<file path="src/rtl/hb_pkg.sv">
package hb_pkg;

   typedef enum logic [2:0] {
      PH_IDLE = 3'd0,
      PH_LO   = 3'd1,
      PH_DA   = 3'd2,
      PH_HI   = 3'd3,
      PH_DB   = 3'd4
   } hb_phase_e;

   localparam logic [1:0] MD_PRE = 2'd0;
   localparam logic [1:0] MD_IGN = 2'd1;

endpackage

</file>
<file path="src/rtl/hb_ontime_ramp.sv">
module hb_ontime_ramp
   import hb_pkg::*;
#(
   parameter int CW       = 8,
   parameter int RAMP_DIV = 4
) (
   input  logic          clk,
   input  logic          rst_n,
   input  logic          en,
   input  logic [1:0]    mode,
   input  logic [CW-1:0] ph_on,
   input  logic [CW-1:0] run_on,
   output logic [CW-1:0] cur
);

   localparam int DW = (RAMP_DIV > 1) ? $clog2(RAMP_DIV) : 1;

   logic ign;
   logic step;
   logic [CW-1:0] cur_q;

   assign ign = en && (mode == MD_IGN);

   generate
      if (RAMP_DIV <= 1) begin : g_nodiv
         assign step = 1'b1;
      end else begin : g_div
         logic [DW-1:0] div_q;
         always_ff @(posedge clk or negedge rst_n) begin
            if (!rst_n)                         div_q <= '0;
            else if (!ign)                      div_q <= '0;
            else if (div_q == DW'(RAMP_DIV-1))  div_q <= '0;
            else                                div_q <= div_q + DW'(1);
         end
         assign step = (div_q == DW'(RAMP_DIV-1));
      end
   endgenerate

   always_ff @(posedge clk or negedge rst_n) begin
      if (!rst_n)                        cur_q <= '0;
      else if (!en || mode == MD_PRE)    cur_q <= ph_on;
      else if (mode[1])                  cur_q <= run_on;
      else if (ign && step) begin
         if (cur_q < run_on)             cur_q <= cur_q + CW'(1);
         else if (cur_q > run_on)        cur_q <= cur_q - CW'(1);
      end
   end

   assign cur = cur_q;

   // within ignition the on-time moves by at most one count per clock
   assert_ramp_step_R8: assert property (@(posedge clk) disable iff (!rst_n)
      (ign && $past(ign) && $stable(run_on)) |->
         ((cur_q == $past(cur_q)) || (cur_q == $past(cur_q) + CW'(1)) ||
          (cur_q == $past(cur_q) - CW'(1))));

endmodule

</file>
<file path="src/rtl/hb_phase_seq.sv">
module hb_phase_seq
   import hb_pkg::*;
#(
   parameter int CW = 8
) (
   input  logic          clk,
   input  logic          rst_n,
   input  logic          en,
   input  logic [CW-1:0] ton_in,
   input  logic [CW-1:0] dead,
   output hb_phase_e     phase,
   output logic          last
);

   hb_phase_e     phase_q;
   logic [CW-1:0] cnt_q;
   logic [CW-1:0] tlat_q;
   logic [CW-1:0] ton_eff;
   logic [CW-1:0] dead_eff;

   assign ton_eff  = (ton_in == '0) ? CW'(1) : ton_in;
   assign dead_eff = (dead   == '0) ? CW'(1) : dead;

   always_ff @(posedge clk or negedge rst_n) begin
      if (!rst_n) begin
         phase_q <= PH_IDLE;
         cnt_q   <= '0;
         tlat_q  <= CW'(1);
      end else if (!en) begin
         phase_q <= PH_IDLE;
         cnt_q   <= '0;
      end else if (phase_q == PH_IDLE || (phase_q == PH_DB && cnt_q == '0)) begin
         phase_q <= PH_LO;
         cnt_q   <= ton_eff - CW'(1);
         tlat_q  <= ton_eff;
      end else if (cnt_q != '0) begin
         cnt_q   <= cnt_q - CW'(1);
      end else begin
         case (phase_q)
            PH_LO: begin
               phase_q <= PH_DA;
               cnt_q   <= dead_eff - CW'(1);
            end
            PH_DA: begin
               phase_q <= PH_HI;
               cnt_q   <= tlat_q - CW'(1);
            end
            PH_HI: begin
               phase_q <= PH_DB;
               cnt_q   <= dead_eff - CW'(1);
            end
            default: begin
               phase_q <= PH_IDLE;
               cnt_q   <= '0;
            end
         endcase
      end
   end

   assign phase = phase_q;
   assign last  = (cnt_q == '0);

   // a sampled low enable returns the sequence to idle
   assert_disable_idle_R1: assert property (@(posedge clk) disable iff (!rst_n)
      !en |=> (phase_q == PH_IDLE));

   // idle is never followed directly by a high-side pulse
   assert_low_first_R2: assert property (@(posedge clk) disable iff (!rst_n)
      (phase_q == PH_IDLE) |=> (phase_q != PH_HI));

endmodule

</file>
<file path="src/rtl/hb_pulse_gen.sv">
module hb_pulse_gen
   import hb_pkg::*;
#(
   parameter int CW       = 8,
   parameter int RAMP_DIV = 4
) (
   input  logic          clk,
   input  logic          rst_n,
   input  logic          drive_en,
   input  logic [1:0]    op_mode,
   input  logic [CW-1:0] preheat_ton,
   input  logic [CW-1:0] run_ton,
   input  logic [CW-1:0] dead_cnt,
   output logic          gate_hi,
   output logic          gate_lo,
   output logic          lo_end_stb,
   output logic          oc_window
);

   generate
      if (CW < 2 || CW > 16) begin : g_bad_cw
         $error("hb_pulse_gen: CW must lie in 2..16");
      end
      if (RAMP_DIV < 1) begin : g_bad_div
         $error("hb_pulse_gen: RAMP_DIV must be at least 1");
      end
   endgenerate

   logic [CW-1:0] ton_cur;
   hb_phase_e     phase;
   logic          last;

   hb_ontime_ramp #(.CW(CW), .RAMP_DIV(RAMP_DIV)) u_ramp (
      .clk    (clk),
      .rst_n  (rst_n),
      .en     (drive_en),
      .mode   (op_mode),
      .ph_on  (preheat_ton),
      .run_on (run_ton),
      .cur    (ton_cur)
   );

   hb_phase_seq #(.CW(CW)) u_seq (
      .clk    (clk),
      .rst_n  (rst_n),
      .en     (drive_en),
      .ton_in (ton_cur),
      .dead   (dead_cnt),
      .phase  (phase),
      .last   (last)
   );

   assign gate_lo    = (phase == PH_LO);
   assign gate_hi    = (phase == PH_HI);
   assign oc_window  = gate_lo;
   assign lo_end_stb = gate_lo && last;

   // the two gates are never on together
   assert_no_overlap_R4: assert property (@(posedge clk) disable iff (!rst_n)
      !(gate_hi && gate_lo));

   // each gate turn-off is followed by a cycle with the other gate off
   assert_dead_after_lo_R5: assert property (@(posedge clk) disable iff (!rst_n)
      $fell(gate_lo) |-> !gate_hi);
   assert_dead_after_hi_R5: assert property (@(posedge clk) disable iff (!rst_n)
      $fell(gate_hi) |-> !gate_lo);

   // the strobe closes the low-side pulse
   assert_strobe_end_R10: assert property (@(posedge clk) disable iff (!rst_n)
      lo_end_stb |=> !gate_lo);

endmodule

</file>
<file path="config.mk">
export PLATFORM = sky130hd
export DESIGN_NAME = hb_pulse_gen
export DESIGN_NICKNAME = d
export VERILOG_FILES = /design/src/rtl/hb_pkg.sv /design/src/rtl/hb_ontime_ramp.sv /design/src/rtl/hb_phase_seq.sv /design/src/rtl/hb_pulse_gen.sv
export SDC_FILE = /design/constraint.sdc
export NUM_CORES = 1
export LEC_CHECK = 0
export BUFFER_PORTS_ARGS = -buffer_cell sky130_fd_sc_hd__buf_2
export CELL_PAD_IN_SITES_DETAIL_PLACEMENT = 1
export CELL_PAD_IN_SITES_GLOBAL_PLACEMENT = 1
export CORE_ASPECT_RATIO = 1.25
export CORE_MARGIN = 2
export CORE_UTILIZATION = 44
export DETAILED_ROUTE_END_ITERATION = 6
export PLACE_DENSITY_LB_ADDON = 0.15
export SYNTH_ARGS = -nofsm -noshare
export SYNTH_HDL_FRONTEND = slang
export SYNTH_SLANG_ARGS = --single-unit
</file>
<file path="constraint.sdc">
create_clock -name clk -period 3.4 [get_ports clk]
set_input_delay 0.34 -clock clk [delete_from_list [all_inputs] [get_ports clk]]
set_output_delay 0.34 -clock clk [all_outputs]
set_load 0.005 [all_outputs]
</file>
* Yosys cells after proc, flatten, opt, wreduce, memory -nomap -nowiden
Cells that the tools add are included.
Word-level totals: bits in registers 29, output and inout port bits 4
Cells by class: $add $sub $neg 7, magnitude comparators 2, eq/ne operators 7, multiplexer cells 17, reductions and logical operators 18
Operators with widths (count):
- two-way mux 8 bit | 10
- subtractor 8 x 1 -> 8 bit, second input constant | 5
- zero test 8 bit | 3
- one-hot mux 8 bit (2 select lines) | 1
- two-way mux 3 bit | 3
- one-hot mux 3 bit (3 select lines) | 1
- adder 8 x 1 -> 8 bit, second input constant | 1
- greater-than comparator 8 bit | 1
- < comparator 8 bit | 1
- nonzero test 8 bit | 1
- equality test 3 x 2 -> 1 bit, second input constant | 2
- logical AND 1 bit | 4
- two-way mux 2 bit | 2
- AND reduction 2 bit | 2
- nonzero test 4 bit | 1
- equality test 3 x 1 -> 1 bit, second input constant | 1
- equality test 3 bit, second input constant | 1
- zero test 3 bit | 1
- inequality test 3 x 2 -> 1 bit, second input constant | 1
- nonzero test 3 bit | 1
- adder 2 x 1 -> 2 bit, second input constant | 1
- equality test 2 x 1 -> 1 bit, second input constant | 1
- equality test 2 bit, second input constant | 1
- zero test 2 bit | 1
- other kinds (3) | 4

* Longest topological paths before layout
Gate-level depths: netlist of the first run.
depth in word-level cells 7, gate-level depth with buffers 14, mapped depth without buffers 14

* Modules after synthesis
A second synthesis of the first run with hierarchy kept.
Unflattened totals: cell total of the unflattened synthesis 288, area total of the unflattened synthesis 2591.2 sq um
By module, submodules not included:
- hb_phase_seq | times used 1, cells an instance 162, area each 1473.9 sq um
- hb_ontime_ramp | times used 1, cells an instance 122, area each 1079.8 sq um
- hb_pulse_gen | times used 1, cells an instance 4, area each 37.5 sq um

* Worst setup path after synthesis of the first run
Ideal clock, no wire load.
path kind flip-flop to flip-flop, from register u_ramp.cur_q[1], in the netlist u_ramp.cur[1], to register u_ramp.cur_q[7], in the netlist u_ramp.cur[7], arrival time 2911 ps, data required time 3278 ps, path slack 367 ps, stages on the path, launching flop included 14, path buffers 0, period minus slack after synthesis 3033 ps, path through dfrtp_1 ha_1 nor2b_1 o211a_1 nor2_1 o21bai_1 ha_1 a21oi_1 o2111ai_1 a21o_1 a21oi_1 xnor2_1 mux2i_1 nor2_1
Between the ends: word-level cells in the longest chain between the ends 6, elaborated cells between the ends (all ways) 11, classes of those cells add/sub: 2; order compare: 2; mux: 5; reduce/logical: 2
RTL lines:
- from (decl) | line hb_ontime_ramp.sv:20 | logic [CW-1:0] cur_q;
- from (signal assigned) | line hb_ontime_ramp.sv:41 | else if (!en || mode == MD_PRE) cur_q <= ph_on;
- from (signal assigned) | line hb_ontime_ramp.sv:42 | else if (mode[1]) cur_q <= run_on;
- from (signal assigned) | line hb_ontime_ramp.sv:44 | if (cur_q < run_on) cur_q <= cur_q + CW'(1);
- subtractor 8 x 1 -> 8 bit | line hb_ontime_ramp.sv:45 | else if (cur_q > run_on) cur_q <= cur_q - CW'(1);
- two-way mux 8 bit | line hb_ontime_ramp.sv:45
- two-way mux 8 bit | line hb_ontime_ramp.sv:44
- two-way mux 8 bit | line hb_ontime_ramp.sv:43 | else if (ign && step) begin
- two-way mux 8 bit | line hb_ontime_ramp.sv:42
- two-way mux 8 bit | line hb_ontime_ramp.sv:41
Parallel ways exist; a longest one is shown, timed or not. The select of a mux whose other input is x is not followed. A chain may end at the register's enable or synchronous reset.

* Final worst setup path of the first run
from register u_ramp.cur_q[1], in the netlist u_ramp.cur[1], to register u_ramp.cur_q[6], in the netlist u_ramp.cur[6]
The elaborated chain is that of the path after synthesis.

==> results of run 1 <==
cell usage after synthesis, types with 3 or more instances:
cell type	number	share of area, %
sky130_fd_sc_hd__dfrtp_1	28	29
sky130_fd_sc_hd__o21ai_0	19	3.9
sky130_fd_sc_hd__nand2_1	29	4.5
sky130_fd_sc_hd__nor4_1	3	0.78
sky130_fd_sc_hd__and2_1	3	0.78
sky130_fd_sc_hd__xnor2_1	13	4.7
sky130_fd_sc_hd__nand3_1	4	0.83
sky130_fd_sc_hd__nor2_1	28	4.3
sky130_fd_sc_hd__a211oi_1	3	0.93
sky130_fd_sc_hd__nor2b_1	3	0.78
sky130_fd_sc_hd__a31oi_1	3	0.78
sky130_fd_sc_hd__mux2_2	7	3.3
sky130_fd_sc_hd__nand4_1	3	0.78
sky130_fd_sc_hd__clkbuf_1	4	0.62
sky130_fd_sc_hd__inv_1	15	2.3
sky130_fd_sc_hd__nor3_1	11	2.3
sky130_fd_sc_hd__xor2_1	6	2.2
sky130_fd_sc_hd__ha_1	19	9.8
sky130_fd_sc_hd__mux2i_1	12	5.0
sky130_fd_sc_hd__nand2b_1	6	1.6
sky130_fd_sc_hd__a21o_1	3	0.93
sky130_fd_sc_hd__a21oi_1	22	4.6
sky130_fd_sc_hd__a221oi_1	3	1.1
power by group through the flow:
stage / Clock, mW / Sequential [mW] / Combinational [mW]
finish: 0.285 / 0.525 / 0.843
global route: 0.307 / 0.538 / 0.959
CTS: 0.291 / 0.523 / 0.850
detailed placement: 0 / 0.530 / 0.842
global placement: 0 / 0.525 / 0.820
floorplan: 0 / 0.517 / 0.628
sequential cells by signal, summed over array words and instances, names as in the netlist:
register            flops
u_seq.tlat_q            8
u_seq.cnt_q             8
u_ramp.cur              8
u_seq.phase             3
u_ramp.g_div.div_q      2
cell type report:
type | instances | area [um2]
timing repair buffer | 42 | 235
inverter | 15 | 56.3
clock inverter | 2 | 10.0
multi-input combinational | 231 | 1570
tap | 64 | 80.1
fill | 678 | 2610
sequential | 29 | 727
clock buffer | 6 | 72.6
cells by family (layout without fill, tap and decap cells):
family | count (synthesis) | count (layout) | share of synthesized area, %
xor gates and xnor gates | 19 | 19 | 6.88
AOI/OAI and AO/OA | 71 | 71 | 18.6
and+or+nand+nor | 102 | 102 | 20.5
buffers and inverters | 26 | 65 | 5.07
muxes | 19 | 19 | 8.22
DFF | 29 | 29 | 30.0
adders and majority gates | 20 | 20 | 10.7
critical path, cell delays in order, from the launching register on:
cell	delay, ns
sky130_fd_sc_hd__dfrtp_1	0.39
sky130_fd_sc_hd__ha_1	0.29
sky130_fd_sc_hd__nor2b_1	0.14
sky130_fd_sc_hd__o211a_1	0.21
sky130_fd_sc_hd__nor2_1	0.13
sky130_fd_sc_hd__o21bai_2	0.13
sky130_fd_sc_hd__fa_1	0.45
sky130_fd_sc_hd__a211oi_1	0.29
sky130_fd_sc_hd__o21ai_0	0.16
sky130_fd_sc_hd__a21oi_1	0.19
sky130_fd_sc_hd__xor2_1	0.18
sky130_fd_sc_hd__o211ai_1	0.10
sky130_fd_sc_hd__o21ai_0	0.12
sky130_fd_sc_hd__o21ai_0	0.11
layer usage:
layer | up-vias | GRT usage, % | routed length, um
met5 | - | 0 | 0
met4 | 0 | 9.09 | 155
met3 | 11 | 2.89 | 130
met2 | 31 | 47.0 | 3770
met1 | 1063 | 27.9 | 2750
li1 | 1090 | - | -
metrics by stage:
stage,instances,cell area (um2)
floorplan,286,2420
global placement,381,2670
detailed placement,381,2670
CTS,389,2750
global route,389,2760
finish,389,2760
path summary, 6_finish.rpt:
kind / from / slack [ns] / end
max: u_ramp.cur[1] / 0.36 / u_ramp.cur[6]
min: rst_n / 0.09 / u_seq.phase[2]
max reg2reg: u_ramp.cur[1] / 0.36 / u_ramp.cur[6]
min reg2reg: u_ramp.g_div.div_q[0] / 0.44 / u_ramp.g_div.div_q[0]
max in group asynchronous: rst_n / 2.86 / u_ramp.cur[7]
min in group clk: preheat_ton[1] / 0.34 / u_ramp.cur[1]
repair_timing:
item                       4_1_cts  5_1_grt
setup endpoints to repair        0        2
gates resized for setup          0        1
hold buffers                     0        0
==> impl_results.rst, run 1 <==
.. list-table::
   :header-rows: 1

   * - Metric
     - Value
   * - Global Route Usage Sum
     - 24.6%
   * - Min Hold Slack
     - 0.0930 ns
   * - Half-perimeter wire length after placement
     - 5.37 mm
   * - Sort of element at the end of the critical path
     - flop
   * - Clk_skew
     - 0.00790 ns
   * - Path depth of the worst reg2reg path
     - 13
   * - Clock tree from TritonCTS
     - yes
   * - Pin count of the biggest net entering global routing
     - 30
   * - Worst setup slack after layout
     - 0.361 ns
   * - Share of flip-flops with an asynchronous set or reset after synthesis
     - 100%
   * - Leading register cell type out of synthesis
     - sky130_fd_sc_hd__dfrtp_1
   * - Highest-count cells in the layout ignoring fill and taps
     - sky130_fd_sc_hd__buf_2 (32), sky130_fd_sc_hd__nand2_1 (29), sky130_fd_sc_hd__nor2_1 (28), sky130_fd_sc_hd__dfrtp_1 (28), sky130_fd_sc_hd__a21oi_1 (22)
   * - Cell internal pwr
     - 0.960 mW
   * - Count of input and output buffers
     - 32
   * - Post-Syn Nets
     - 335
   * - H-Tree Level Count
     - 2
   * - Overall power of the completed layout
     - 1.65 mW
   * - Number of flip-flops and latches in the synthesized netlist
     - 29
   * - Setup violators final
     - 0
   * - Clk root buf
     - sky130_fd_sc_hd__clkbuf_8
   * - Total die area
     - 6110 um2
   * - Register clock-pin slew on the reported worst setup and hold paths
     - 0.07 ns
   * - Unrepaired setup endpoints after global routing
     - no
   * - Min Clock Period, post-route
     - 3.04 ns
   * - Leftover overflow at the end of global routing
     - 0
   * - DRT antenna net count
     - 0
   * - Number of sinks on the clock net
     - 29
   * - Period utilisation layout
     - 89.4%
   * - Pre-CTS WS
     - 0.212 ns
   * - Number of instances in the synthesized netlist
     - 286
   * - Max-Cap Viols
     - 0
   * - Worst vdd ir
     - 0.238 mV
   * - Clock share of power
     - 17.2%
   * - Netlist Area Pre-Place
     - 2420 um2
   * - Height of the chip
     - 86.9 um
   * - Most frequent standard cell in the layout excluding fill and tap cells
     - sky130_fd_sc_hd__buf_2
   * - Part of the total power dissipated in sequential elements
     - 31.8%
   * - Critical path class
     - flop to flop
   * - Number of vias per cell after detailed routing
     - 5.64
   * - Fraction of power spent switching nets
     - 41.9%
   * - Hold violation count in the final report
     - 0
   * - Initial core utilization
     - 45.1%
   * - Synth Area per Inst
     - 8.46 um2
   * - Total power divided by cell area
     - 600 nW/um2
   * - Setup Total Neg Slack
     - 0 ns
   * - I/O pins
     - 33
   * - Post-detailed-route DRC marker count
     - 0
   * - Data arrival time at the worst-slack endpoint
     - 3.18 ns
   * - # rows
     - 30
   * - Sequential cell area fraction in the yosys report
     - 30.0%
   * - Number of buffers added for setup after CTS
     - 0
   * - Leakage
     - 1.30 nW
   * - Die width
     - 70.3 um
   * - Number of distinct library cells after synthesis
     - 52
   * - Total Routed Length
     - 6.80 mm
   * - Hold WC Path Type
     - input pin to async pin
   * - Power share of the combinational group
     - 51.0%
   * - Data required, critical path
     - 3.54 ns
   * - Gp weighted congestion
     - 0.873
   * - Core Util, Final
     - 51.3%
   * - Vias in the first global route
     - 2385
   * - Detailed Route Iter0 Violations
     - 41
   * - Worst-path fanout max
     - 6
   * - Critical Path Source Type
     - flop
   * - Post-layout nets
     - 373
   * - Number of antenna violations at the first check in global routing
     - 0
   * - Core footprint
     - 5370 um2
   * - Area growth from synthesis to layout
     - 13.9%
   * - Clock latency reported for the late side of the worst-skew pair
     - 0.29 ns
   * - Fmax
     - 329 MHz
   * - Total count of max-transition violations in the final report
     - 0
   * - Total CTS buffers
     - 5
   * - Buffers from clock root to sink, at most
     - 2
   * - First-pass iteration count of the detailed router
     - 4
   * - Outcome
     - finished, final reports clean
   * - Number of antenna cells inserted
     - 0
   * - Sw power
     - 0.693 mW
   * - Layout cells sized above 1
     - 19.4%
   * - Number of enable flip-flop cells after synthesis
     - 0
   * - Yosys warning count
     - 0
   * - Slew at the pin closest to its max-slew limit
     - 0.691 ns
   * - Total via count after detailed routing
     - 2195
   * - Global-route wire length before repair
     - 11.7 mm
   * - Per-cell routed wire length
     - 17.5 um
   * - Slew HR
     - 53.9%
Note: power is estimated with default switching activity, not from simulation.
==> inputs of run 2 (changes only) <==
Settings changed: ABC_AREA set to 1, CORE_UTILIZATION 44 to 42, SYNTH_HIERARCHICAL set to 1.
Clock period 3.4 ns to 2.9 ns, I/O delays scaled along.
==> run 2 against run 1 <==
Critical path depth rose by 3; synthesized cell count is 28% higher; power grew 52%; via count rose by 15%; non-clock buffer count shrank 4; wire length rose by 11%; combinational power grew 79%; register-to-register slack worse by 0.13 ns; sequential share of layout area fell by 2.2 points; worst hold slack got worse by 0.043 ns; clock skew decreased by 0.0018 ns; sequential cell count stayed put.
==> impl_results.rst, run 2 <==
.. list-table::
   :header-rows: 1

   * - Metric
     - Value
   * - First-pass iteration count of the detailed router
     - 4 (unchanged)
   * - Number of cells in the design after placement
     - 486 (+28%)
   * - Min Clock Period, post-route
     - 2.66 ns (-0.374 ns)
   * - Worst R2R Start
     - u_ramp/cur[3]
   * - FF-to-FF End
     - u_ramp/cur[5]
   * - Yosys warning count
     - 6 (+6)
   * - Leakage
     - 1.53 nW (+18%)
   * - Power share of the combinational group
     - 60.2% (+9.2 points)
   * - Half-perimeter wire length after placement
     - 6.14 mm (+14%)
   * - Setup violators final
     - 0 (unchanged)
   * - DRT antenna net count
     - 0 (unchanged)
   * - Biggest cell delay along the critical path
     - 0.47 ns (+0.02 ns)
   * - Layout Cell Area excl Fill
     - 3000 um2 (+9.0%)
   * - # rows
     - 32 (+6.7%)
   * - Total power divided by cell area
     - 837 nW/um2 (+40%)
   * - Core footprint
     - 6090 um2 (+13%)
   * - Total CTS buffers
     - 5 (unchanged)
   * - Slew HR
     - 54.2% (+0.31 points)
   * - Data required, critical path
     - 3.06 ns (-0.48 ns)
   * - Clk_skew
     - 0.00607 ns (-0.00183 ns)
   * - Total Routed Length
     - 7.55 mm (+11%)
   * - Critical-path cell with the highest stage delay
     - sky130_fd_sc_hd__dfrtp_1
   * - Number of antenna cells inserted
     - 0 (unchanged)
   * - Fraction of power spent switching nets
     - 48.5% (+6.6 points)
   * - Vias in the first global route
     - 2782 (+17%)
   * - Global-route wire length before repair
     - 12.7 mm (+8.9%)
   * - Area growth from synthesis to layout
     - 15.7%
   * - H-Tree Level Count
     - 2 (unchanged)
   * - Layout cells sized above 1
     - 21.5% (+2.1 points)
   * - Synth Area per Inst
     - 7.09 um2 (-16%)
   * - Clk root buf
     - sky130_fd_sc_hd__clkbuf_8
   * - Initial core utilization
     - 42.7% (-2.4 points)
   * - Clock tree from TritonCTS
     - yes
   * - Data arrival time at the worst-slack endpoint
     - 2.83 ns (-0.35 ns)
   * - Fraction of post-synthesis cell area in the top cell type by area
     - 27.0% (-2.0 points)
   * - Leading register cell type out of synthesis
     - sky130_fd_sc_hd__dfrtp_1
   * - Post-detailed-route DRC marker count
     - 0 (unchanged)
   * - Post-layout nets
     - 458 (+23%)
   * - Worst setup slack after layout
     - 0.235 ns (-0.126 ns)
   * - Critical Path Source Type
     - flop
   * - Path depth of the worst reg2reg path
     - 16 (+3)
   * - Number of distinct library cells after synthesis
     - 41 (-21%)
   * - Hold violation count in the final report
     - 0 (unchanged)
   * - Pre-CTS WS
     - 0.0572 ns (-0.155 ns)
   * - Setup Total Neg Slack
     - 0 ns (unchanged)
   * - List of most frequent post-synthesis cells
     - sky130_fd_sc_hd__nand2_1 (89), sky130_fd_sc_hd__inv_1 (55), sky130_fd_sc_hd__nor2_1 (32), sky130_fd_sc_hd__dfrtp_1 (28), sky130_fd_sc_hd__o21ai_0 (24)
   * - Max-Cap Viols
     - 0 (unchanged)
   * - Highest-count cells in the layout ignoring fill and taps
     - sky130_fd_sc_hd__nand2_1 (88), sky130_fd_sc_hd__inv_1 (55), sky130_fd_sc_hd__nor2_1 (32), sky130_fd_sc_hd__buf_2 (32), sky130_fd_sc_hd__dfrtp_1 (28)
   * - Number of enable flip-flop cells after synthesis
     - 0 (unchanged)
   * - Gp weighted congestion
     - 0.840 (-3.7%)
   * - Critical path class
     - flop to flop
   * - Overall power of the completed layout
     - 2.51 mW (+52%)
   * - Clock share of power
     - 14.9% (-2.3 points)
   * - Die width
     - 74.3 um (+5.7%)
   * - Library cell appearing most often on the critical path
     - sky130_fd_sc_hd__nand2_1
   * - Final Instance Count excl. Fillers
     - 494 (+27%)
   * - Dominant cell type by area after synthesis
     - sky130_fd_sc_hd__dfrtp_1
   * - Per-cell routed wire length
     - 15.3 um (-13%)
   * - Number of vias per cell after detailed routing
     - 5.13 (-9.1%)
   * - Ordered cell list for the critical path
     - ha_1 > nand2_1 > inv_1 > nand2_1 > nand2_1 > nand2_1 > nand2_4 > ha_2 > a21oi_1 > nand2_1 > nand2_1 > nand2_1 > o21ai_0 > a21oi_1 > o21ai_1 > nand2_1
   * - Number of antenna violations at the first check in global routing
     - 0 (unchanged)
   * - Critical path launch point
     - u_ramp/cur[3]
   * - Number of buffers added for setup after CTS
     - 0 (unchanged)
   * - I/O pins
     - 33 (unchanged)
   * - Sequential cell area fraction in the yosys report
     - 28.0% (-2.0 points)
   * - Sw power
     - 1.22 mW (+76%)
   * - Fmax
     - 375 MHz (+14%)
   * - Total count of max-transition violations in the final report
     - 0 (unchanged)
   * - Share of flip-flops with an asynchronous set or reset after synthesis
     - 100% (unchanged)
   * - Buffers from clock root to sink, at most
     - 2 (unchanged)
   * - Cell internal pwr
     - 1.30 mW (+35%)
   * - Global Route Usage Sum
     - 24.0% (-0.62 points)
   * - Outcome
     - finished, final reports clean
   * - Total via count after detailed routing
     - 2534 (+15%)
   * - Post-Syn Nets
     - 416 (+24%)
   * - Worst vdd ir
     - 0.250 mV (+5.2%)
   * - Height of the chip
     - 91.9 um (+5.7%)
   * - Placed cell area
     - 2890 um2 (+8.3%)
   * - Count of input and output buffers
     - 32 (unchanged)
   * - Leftover overflow at the end of global routing
     - 0 (unchanged)
   * - Slew at the pin closest to its max-slew limit
     - 0.686 ns (-0.00472 ns)
   * - Register clock-pin slew on the reported worst setup and hold paths
     - 0.07 ns (about the same)
   * - Leading cell types by total area after synthesis
     - sky130_fd_sc_hd__dfrtp_1 (27%), sky130_fd_sc_hd__nand2_1 (13%), sky130_fd_sc_hd__ha_1 (9.6%)
   * - Clock latency reported for the late side of the worst-skew pair
     - 0.28 ns (about the same)
   * - Most frequent standard cell in the layout excluding fill and tap cells
     - sky130_fd_sc_hd__nand2_1
   * - Fill cells
     - 830 (+22%)
   * - Total die area
     - 6830 um2 (+12%)
   * - Worst reg2reg setup slack
     - 0.24 ns (-0.13 ns)
   * - Part of the total power dissipated in sequential elements
     - 24.9% (-6.9 points)
   * - Netlist Area Pre-Place
     - 2600 um2 (+7.3%)
   * - Sort of element at the end of the critical path
     - flop
   * - Detailed Route Iter0 Violations
     - 77 (+88%)
   * - Number of instances in the synthesized netlist
     - 366 (+28%)
   * - Period utilisation layout
     - 91.9% (+2.5 points)
   * - Pin count of the biggest net entering global routing
     - 30 (unchanged)
   * - Number of sinks on the clock net
     - 29 (unchanged)
   * - Top-count cell post-synth
     - sky130_fd_sc_hd__nand2_1
   * - Unrepaired setup endpoints after global routing
     - no
   * - Worst-path fanout max
     - 11 (+5)
   * - Hold WC Path Type
     - input pin to async pin
   * - Number of flip-flops and latches in the synthesized netlist
     - 29 (unchanged)
run 2: how the worst max path moves through the flow:
stage / endpoint / slack (ns)
after floorplan: u_ramp/cur[5] / 0.45
after global placement: u_ramp/cur[5] / 0.17
after detailed placement: u_ramp/cur[5] / 0.06
after CTS: u_ramp/cur[7] / 0.03
after global routing: u_ramp/cur[5] / 0.02
final: u_ramp/cur[5] / 0.24
run 2: layout make-up:
class | instances | area, um2 | area share [%]
Tap cell | 85 | 106 | 3.54
Inverter | 58 | 223 | 7.41
Timing Repair Buffer | 38 | 205 | 6.83
Multi-Input combinational cell | 276 | 1640 | 54.6
Clock inverter | 1 | 5.00 | 0.167
Sequential cell | 29 | 727 | 24.2
Clock buffer | 7 | 96.3 | 3.21
run 2: metrics by stage:
stage	hold slack (ns)	util, %
final	0.0499	49.4
after global routing	0.0905	49.4
after CTS	0.0734	49.1
after detailed placement	0.378	47.5
after global placement	0.373	47.5
after floorplan	-0.00559	-
run 2: critical path, delay by kind of cell (launching register included):
kind	cells	cell delay, ns
AND/OR/NAND/NOR	9	0.82
buffers and inverters	1	0.06
flip-flops	1	0.47
AO/OA/AOI/OAI	4	0.51
adder cells (fa/ha/maj)	2	0.68
run 2: repair_timing:
item	in CTS	in global routing
hold endpoints to repair	0	0
resized for setup	0	4
endpoints found under the setup margin	0	5
hold buffers	0	0
run 2: per-layer routing:
layer	routed length [um]	track usage (%)	up-vias
li1	-	-	1264
met1	3040	26.1	1218
met2	4240	46.7	42
met3	134	1.87	10
met4	138	8.18	0
met5	0	0	-
run 2: power by group through the flow:
| stage | logic [mW] | registers, mW | clock network, mW |
|---|---|---|---|
| 2_1_floorplan | 1.09 | 0.627 | 0 |
| 3_3_place_gp | 1.45 | 0.631 | 0 |
| 3_5_place_dp | 1.49 | 0.636 | 0 |
| 4_1_cts | 1.51 | 0.628 | 0.387 |
| 5_1_grt | 1.72 | 0.644 | 0.401 |
| 6_report | 1.51 | 0.626 | 0.376 |
run 2: cells by family after synthesis:
family	synth area share [%]
DFF	28.0
and+or+nand+nor	30.2
buffers and inverters	9.30
xor gates and xnor gates	5.06
adders and majority gates	10.4
AOI/OAI and AO/OA	17.1
